`src/rtl/spb_pkg.sv`:
```
package spb_pkg;
    localparam int PORT_W = 8;

    typedef enum logic [1:0] {
        CK_BLOCKED = 2'd0,
        CK_ARMED   = 2'd1,
        CK_LATCHED = 2'd2
    } ck_state_e;
endpackage

```
`src/rtl/spb_sync.sv`:
```
module spb_sync #(
    parameter int STAGES = 2
) (
    input  logic clk,
    input  logic rst_n,
    input  logic din,
    output logic fall
);
    logic [STAGES-1:0] chain_q;
    logic              last_q;

    generate
        if (STAGES == 1) begin : g_one
            always_ff @(posedge clk) begin
                if (!rst_n) chain_q <= '1;
                else        chain_q <= din;
            end
        end else begin : g_many
            always_ff @(posedge clk) begin
                if (!rst_n) chain_q <= '1;
                else        chain_q <= {chain_q[STAGES-2:0], din};
            end
        end
    endgenerate

    always_ff @(posedge clk) begin
        if (!rst_n) last_q <= 1'b1;
        else        last_q <= chain_q[STAGES-1];
    end

    assign fall = last_q & ~chain_q[STAGES-1];

    // an edge is reported for one cycle only
    p_fall_single_r7: assert property (@(posedge clk) disable iff (!rst_n)
        fall |=> !fall);
endmodule

```
`src/rtl/spb_status.sv`:
```
module spb_status (
    input  logic clk,
    input  logic rst_n,
    input  logic t1_out,
    input  logic t2_out,
    input  logic wr,
    input  logic wbit0,
    output logic refr_bit,
    output logic t2_bit
);
    logic t1_q, t2_q;

    always_ff @(posedge clk) begin
        if (!rst_n) begin
            t1_q     <= 1'b0;
            t2_q     <= 1'b0;
            refr_bit <= 1'b0;
            t2_bit   <= 1'b0;
        end else begin
            t1_q <= t1_out;
            t2_q <= t2_out;
            if (t1_out && !t1_q) refr_bit <= ~refr_bit;
            if (wr && !wbit0)       t2_bit <= 1'b1;
            else if (t2_out != t2_q) t2_bit <= t2_out;
        end
    end

    p_force_r4: assert property (@(posedge clk) disable iff (!rst_n)
        (wr && !wbit0) |=> t2_bit);

    p_toggle_r6: assert property (@(posedge clk) disable iff (!rst_n)
        (t1_out && !t1_q) |=> (refr_bit != $past(refr_bit)));

    p_hold_r6: assert property (@(posedge clk) disable iff (!rst_n)
        (t1_out && t1_q) |=> $stable(refr_bit));
endmodule

```
`src/rtl/spb_chk_fsm.sv`:
```
module spb_chk_fsm
    import spb_pkg::*;
#(
    parameter bit RST_BLOCKED = 1'b1
) (
    input  logic clk,
    input  logic rst_n,
    input  logic fall,
    input  logic wr,
    input  logic wbit3,
    input  logic mask_en,
    output logic blocked,
    output logic latched,
    output logic nmi
);
    localparam ck_state_e RST_STATE = RST_BLOCKED ? CK_BLOCKED : CK_ARMED;

    ck_state_e state_q, state_d;
    logic      nmi_d;

    always_comb begin
        state_d = state_q;
        if (wr && wbit3) begin
            state_d = CK_BLOCKED;                   // block
        end else begin
            unique case (state_q)
                CK_BLOCKED: if (wr)   state_d = CK_ARMED;   // arm
                CK_ARMED:   if (fall) state_d = CK_LATCHED; // latch
                CK_LATCHED: state_d = CK_LATCHED;
                default:    state_d = CK_BLOCKED;
            endcase
        end
    end

    always_ff @(posedge clk) begin
        if (!rst_n) state_q <= RST_STATE;
        else        state_q <= state_d;
    end

    always_comb begin
        blocked = (state_q == CK_BLOCKED);
        latched = (state_q == CK_LATCHED);
        nmi_d   = fall && (state_q != CK_BLOCKED) && !(wr && wbit3) && mask_en;
    end

    always_ff @(posedge clk) begin
        if (!rst_n) nmi <= 1'b0;
        else        nmi <= nmi_d;
    end

    p_nmi_latched_r8: assert property (@(posedge clk) disable iff (!rst_n)
        nmi |-> (state_q == CK_LATCHED));

    p_nmi_masked_r8: assert property (@(posedge clk) disable iff (!rst_n)
        !mask_en |=> !nmi);

    p_clear_r9: assert property (@(posedge clk) disable iff (!rst_n)
        (wr && wbit3) |=> (state_q == CK_BLOCKED) && !nmi);

    p_nmi_pulse_r10: assert property (@(posedge clk) disable iff (!rst_n)
        nmi |=> !nmi);
endmodule

```
`src/rtl/sysport_nmi.sv`:
```
module sysport_nmi
    import spb_pkg::*;
#(
    parameter logic [3:0] CTL_RESET   = 4'hF,
    parameter int         SYNC_STAGES = 2
) (
    input  logic              clk,
    input  logic              rst_n,
    input  logic              ctl_wr,
    input  logic [PORT_W-1:0] ctl_wdata,
    output logic [PORT_W-1:0] ctl_rdata,
    input  logic              rtc_idx_wr,
    input  logic [PORT_W-1:0] rtc_idx_data,
    output logic [PORT_W-1:0] rtc_fwd_data,
    input  logic              t1_out,
    input  logic              t2_out,
    input  logic              chk_n,
    output logic              t2_gate,
    output logic              spkr_n,
    output logic              nmi
);
    logic [2:0] low_q;
    logic       mask_en_q;
    logic       chk_fall, ck_blocked, ck_latched, refr_bit, t2_bit;

    always_ff @(posedge clk) begin
        if (!rst_n) begin
            low_q     <= CTL_RESET[2:0];
            mask_en_q <= 1'b1;
        end else begin
            if (ctl_wr)     low_q     <= ctl_wdata[2:0];
            if (rtc_idx_wr) mask_en_q <= ~rtc_idx_data[7];
        end
    end

    spb_sync #(.STAGES(SYNC_STAGES)) u_sync (
        .clk (clk),
        .rst_n(rst_n),
        .din (chk_n),
        .fall(chk_fall)
    );

    spb_status u_status (
        .clk     (clk),
        .rst_n   (rst_n),
        .t1_out  (t1_out),
        .t2_out  (t2_out),
        .wr      (ctl_wr),
        .wbit0   (ctl_wdata[0]),
        .refr_bit(refr_bit),
        .t2_bit  (t2_bit)
    );

    spb_chk_fsm #(.RST_BLOCKED(CTL_RESET[3])) u_fsm (
        .clk    (clk),
        .rst_n  (rst_n),
        .fall   (chk_fall),
        .wr     (ctl_wr),
        .wbit3  (ctl_wdata[3]),
        .mask_en(mask_en_q),
        .blocked(ck_blocked),
        .latched(ck_latched),
        .nmi    (nmi)
    );

    assign ctl_rdata    = {1'b0, ck_latched, t2_bit, refr_bit, ck_blocked, low_q};
    assign t2_gate      = low_q[0];
    assign spkr_n       = ~low_q[1];
    assign rtc_fwd_data = {1'b0, rtc_idx_data[6:0]};

    p_wr_low_r2: assert property (@(posedge clk) disable iff (!rst_n)
        ctl_wr |=> (ctl_rdata[3:0] == $past(ctl_wdata[3:0])));

    p_top_zero_r2: assert property (@(posedge clk) disable iff (!rst_n)
        ctl_rdata[7] == 1'b0);

    p_mask_r11: assert property (@(posedge clk) disable iff (!rst_n)
        rtc_idx_wr |=> (mask_en_q == !$past(rtc_idx_data[7])));
endmodule

```
`config.mk`:
```
export PLATFORM = sky130hd
export DESIGN_NAME = sysport_nmi
export DESIGN_NICKNAME = d
export VERILOG_FILES = /design/src/rtl/spb_pkg.sv /design/src/rtl/spb_sync.sv /design/src/rtl/spb_status.sv /design/src/rtl/spb_chk_fsm.sv /design/src/rtl/sysport_nmi.sv
export SDC_FILE = /design/constraint.sdc
export NUM_CORES = 1
export LEC_CHECK = 0
export BUFFER_PORTS_ARGS = -buffer_cell sky130_fd_sc_hd__buf_2
export CAP_MARGIN = 20
export CORE_MARGIN = 5
export CORE_UTILIZATION = 37
export CTS_CLUSTER_SIZE = 40
export DETAILED_ROUTE_END_ITERATION = 10
export PLACE_DENSITY_LB_ADDON = 0.25
export SETUP_SLACK_MARGIN = 0.1
export SYNTH_ARGS = -nofsm -noshare
export SYNTH_HDL_FRONTEND = slang
export SYNTH_SLANG_ARGS = --single-unit
```
`constraint.sdc`:
```
create_clock -name clk -period 1.58 [get_ports clk]
set_input_delay 0.237 -clock clk [delete_from_list [all_inputs] [get_ports clk]]
set_output_delay 0.237 -clock clk [all_outputs]
set_load 0.01 [all_outputs]
```
## After elaboration in Yosys (flattened, before gate mapping)

Cells that the tools add are included.

| word-level totals | value |
|---|---|
| bits in read-only memories | 0 |
| bits in latches | 0 |
| bits in writable memories | 0 |
| register bits after elaboration | 14 |
| memories kept | 0 |

| operators by class | value |
|---|---|
| $add $sub $neg | 0 |
| order comparisons | 0 |
| bitwise gates (word level) | 6 |
| mux-type cells | 5 |
| reductions and logical operators | 14 |
| equal/unequal tests | 5 |
| multiply operators | 0 |
| div/mod/pow operators | 0 |
| shift operators | 0 |

Operators by type and width:

| kind | count |
|---|---|
| $logic_and A1 B1 Y1 | 6 |
| $pmux W2 S3 | 1 |
| $not A1 Y1 | 5 |
| $mux W2 | 2 |
| $reduce_bool A2 Y1 | 2 |
| $logic_not A1 Y1 | 3 |
| $eq A2 B1 Y1 const B | 1 |
| $eq A2 B2 Y1 const B | 1 |
| $logic_not A2 Y1 | 1 |
| $mux W1 | 2 |
| $ne A2 B1 Y1 const B | 1 |
| $ne A2 B2 Y1 const B | 1 |
| $reduce_and A2 Y1 | 1 |
| $reduce_or A2 Y1 | 1 |
| $and A1 B1 Y1 | 1 |
| $ne A1 B1 Y1 | 1 |

## Depth between registers and ports, before layout

| depth | value |
|---|---|
| word-level depth | 5 |
| gate-level depth with buffers | 5 |
| mapped depth without buffers | 5 |

## By module

Synthesis repeated with hierarchy kept, for this count alone.

| unflattened totals | value |
|---|---|
| cell total of the unflattened synthesis | 70 |
| area total of the unflattened synthesis | 655.6 sq um |

By module, submodules not included:

| module | cells an instance | area each (sq um) | times used |
|---|---|---|---|
| sysport_nmi | 29 | 246.5 | 1 |
| spb_chk_fsm | 20 | 173.9 | 1 |
| spb_status | 14 | 150.1 | 1 |
| spb_sync | 7 | 85.1 | 1 |

## Worst setup path before layout

No wires, ideal clock.

| path | value |
|---|---|
| kind | register to register |
| start | register u_fsm.state_q[0] |
| end | register u_fsm.state_q[1] |
| cell stages (with the launch flop) | 6 |
| data arrival time | 1035 ps |
| setup slack | 473 ps |
| library setup time | 72 ps |
| cells stage by stage | dfxtp_1 -> inv_1 -> ha_1 -> nor2b_2 -> a21oi_2 -> mux2i_1 |

| on the way | value |
|---|---|
| word-level cells in the longest chain between the ends | 3 |
| elaborated cells on any way between the ends | 7 |
| those cells by class | 4 x eq/ne; 1 x mux; 2 x reduce/logical |

RTL lines:

| item | line | text |
|---|---|---|
| start, declared | spb_chk_fsm.sv:18 | `ck_state_e state_q, state_d;` |
| start signal, assigned | spb_chk_fsm.sv:37 | `else state_q <= state_d;` |
| $logic_not A2 Y1 (*) | - |  |
| named net ck_blocked | sysport_nmi.sv:24 | `logic chk_fall, ck_blocked, ck_latched, refr_bit, t2_bit;` |
| $ne A2 B2 Y1 (no source line) | - |  |
| $reduce_and A2 Y1 (no source line) | - |  |

Mark *: on every way through the listed nets, which the timed path passes. The rest lies on a longest branch.
A chain may end at the register's enable or synchronous reset.

## Worst setup path in the final report

| path | value |
|---|---|
| start | register u_fsm.state_q[0] |
| end | output ctl_rdata[3] |

| on the way | value |
|---|---|
| word-level cells in the longest chain between the ends | 1 |

RTL lines:

| item | line | text |
|---|---|---|
| $logic_not A2 Y1 | spb_chk_fsm.sv:41 | `blocked = (state_q == CK_BLOCKED);` |
| end, declared | sysport_nmi.sv:11 | `output logic [PORT_W-1:0] ctl_rdata,` |

No other way between the ends.

==> impl_metrics.tcl <==
set metrics [dict create \
    first_pass_iters 3 \
    clk_pin_slew_ns 0.08 \
    hold_path.class "input port to flop" \
    cts_tree "done" \
    rows 15 \
    crit_fanout 4 \
    ys_seq_area_frac 0.406 \
    gr-total-overflow 0 \
    core_mm2 0.00175 \
    critical_path_class "flop to primary output" \
    power_density_mw_per_mm2 948 \
    path_cells "inv_1 > ha_1 > buf_2" \
    yosysWarnings 0 \
    h-tree-depth 1 \
    die_w_um 53.2 \
    syn_to_final_growth_pct 5.98 \
    dp.cells 102 \
    seqPwrFrac 0.556 \
    max_cap_violations 0 \
    multi_input_area_um2 278 \
    synth_top_area_frac 0.406 \
    ys_ff_latch 14 \
    max-vdd-ir-drop_uv 438 \
    grt.total_usage 0.0820 \
    initial_core_util 0.396 \
    synth.top_cells.by_area "dfxtp_1 41%, buf_4 15%, ha_1 5.4%" \
    drive_gt1_frac 0.363 \
    netlist_instances 71 \
    internal_power_w 0.000521 \
    layout.nets 108 \
    post-route-cell-area_um2 732 \
    wl_per_cell_um 9.86 \
    critPathMaxStageDelay_ns 0.37 \
    antenna_cells 0 \
    layout.cells.non_filler 105 \
    nFillCells 199 \
    finalCoreUtilization 0.419 \
    timing.fmax_ghz 0.739 \
    cts_setup_buffers 0 \
    worstSetupEndpointType "primary output" \
    critPathBufInv 2 \
    ios 42 \
    fin_crit_ns 1.35 \
    status "finished clean" \
    tns_ns 0 \
    port_buffers 21 \
    place.gp.congestion 0.672 \
    combPwrFrac 0.169 \
    rsz0062_at_grt "no" \
    clkPwrFrac 0.275 \
    cp.arrival_ns 1.12 \
    switching_power_w 0.000173 \
    syn_avg_cell_area_um2 9.73 \
    cts.sinks 14 \
    detailed_place_hpwl_um 823 \
    total_leakage_power_nw 0.360 \
    avgViaCountPerCell 4.25 \
    grt_pass1_wl_mm 1.64 \
    power.total_w 0.000694 \
    wirelength_mm 1.04 \
    cpMaxStageDelayCell "dfxtp_1" \
    ys_types 27 \
    clock_skew_ns 0.00183 \
    cts_buffers 3 \
    cts_buffer_depth 2 \
    finalSetupViolCount 0 \
    reg.largest.list "low_q x3, u_fsm.state_q x2, u_sync.chain_q x2" \
    insertion_delay_ns 0.27 \
    regArea_um2 280 \
    cts_root_buf "clkbuf_4" \
    finalMaxSlewViolations 0 \
    synth_top_cell_by_area "dfxtp_1" \
    synth_area_um2 691 \
    required_ns 1.34 \
    grt_pass1_vias 412 \
    drt-initial-drc-count 8 \
    die_h_um 53.2 \
    dieArea_mm2 0.00283 \
    swShare 0.249 \
    ant_nets 0 \
    layout_commonest_cell "buf_2" \
    route.detailed.drc 0 \
    largest_reg_flops 3 \
    worst_setup_path_start_kind "flop" \
    mostFrequentLayoutCells "21 x buf_2, 14 x dfxtp_1, 7 x nand2_1" \
    antenna_found_initial 0 \
    vias 446 \
    ctsHoldBuffers 0 \
    fin_crit_sh 0.857 \
    r2r_start "u_fsm.state_q[0]" \
    grt_max_degree 13 \
    crit_start "u_fsm.state_q[0]" \
    min_from "chk_n" \
    largest-register "low_q" \
    place_area_um2 709 \
    cts_resized 0 \
    crit_family "flip-flops" \
    hold_violations 0 \
]
kinds of logic after synthesis:
group,count (synthesis),share of synthesized area
compound gates,10,0.120
xor+xnor,1,0.0127
fa+ha+maj,3,0.0544
buf+inv,20,0.197
flops,14,0.406
mux,2,0.0290
other cells,1,0.00543
simple gates,20,0.176
cell type report:
type	count	area share
sequential	14	0.383
tap	25	0.0427
multi-input combinational	38	0.379
inverter	4	0.0205
clock buffer	3	0.0308
timing repair buffer	21	0.144
Yosys cell counts, drive strengths merged:
cell and instances:
a21boi 2, a21o 1, a21oi 2, and2 3, buf 16, conb 1
dfxtp 14, ha 3, inv 4, mux2i 2, nand2 7, nand2b 5
nor2 2, nor2b 2, nor4b 1, o211a 1, o211ai 1, o21a 1
o21ai 2, xnor2 1
through the flow:
stage                     hold WS, ns  worst slack (ns)
after floorplan                 0.310             0.473
after global placement          0.388             0.380
after detailed placement        0.410             0.375
after CTS                       0.142             0.208
after global routing            0.146             0.140
final                           0.151             0.226
power groups by stage:
stage / Combinational (W) / Clock (W) / Sequential, W
floorplan: 0.000115 / 0 / 0.000394
global placement: 0.000117 / 0 / 0.000393
detailed placement: 0.000119 / 0 / 0.000394
CTS: 0.000120 / 0.000202 / 0.000386
global route: 0.000131 / 0.000220 / 0.000389
finish: 0.000117 / 0.000191 / 0.000386
metal layers:
| metal | vias to the layer above | routed length [um] | global-route usage |
|---|---|---|---|
| met1 | 199 | 443 | 0.0923 |
| met3 | 4 | 79 | 0.0394 |
| met4 | 0 | 8 | 0.0596 |
| li1 | 228 | - | - |
| met5 | - | 0 | 0 |
| met2 | 15 | 504 | 0.118 |
worst paths after layout:
path                                          end  slack (ns)  cells past startpoint
worst max-delay path                 ctl_rdata[3]        0.23                      3
worst min-delay path            u_sync.chain_q[0]        0.15                      2
worst max register to register   u_fsm.state_q[1]        0.37                      5
worst min register to register  u_sync.chain_q[1]        0.42                      1
No activity file was read; power rests on OpenSTA's default activity.
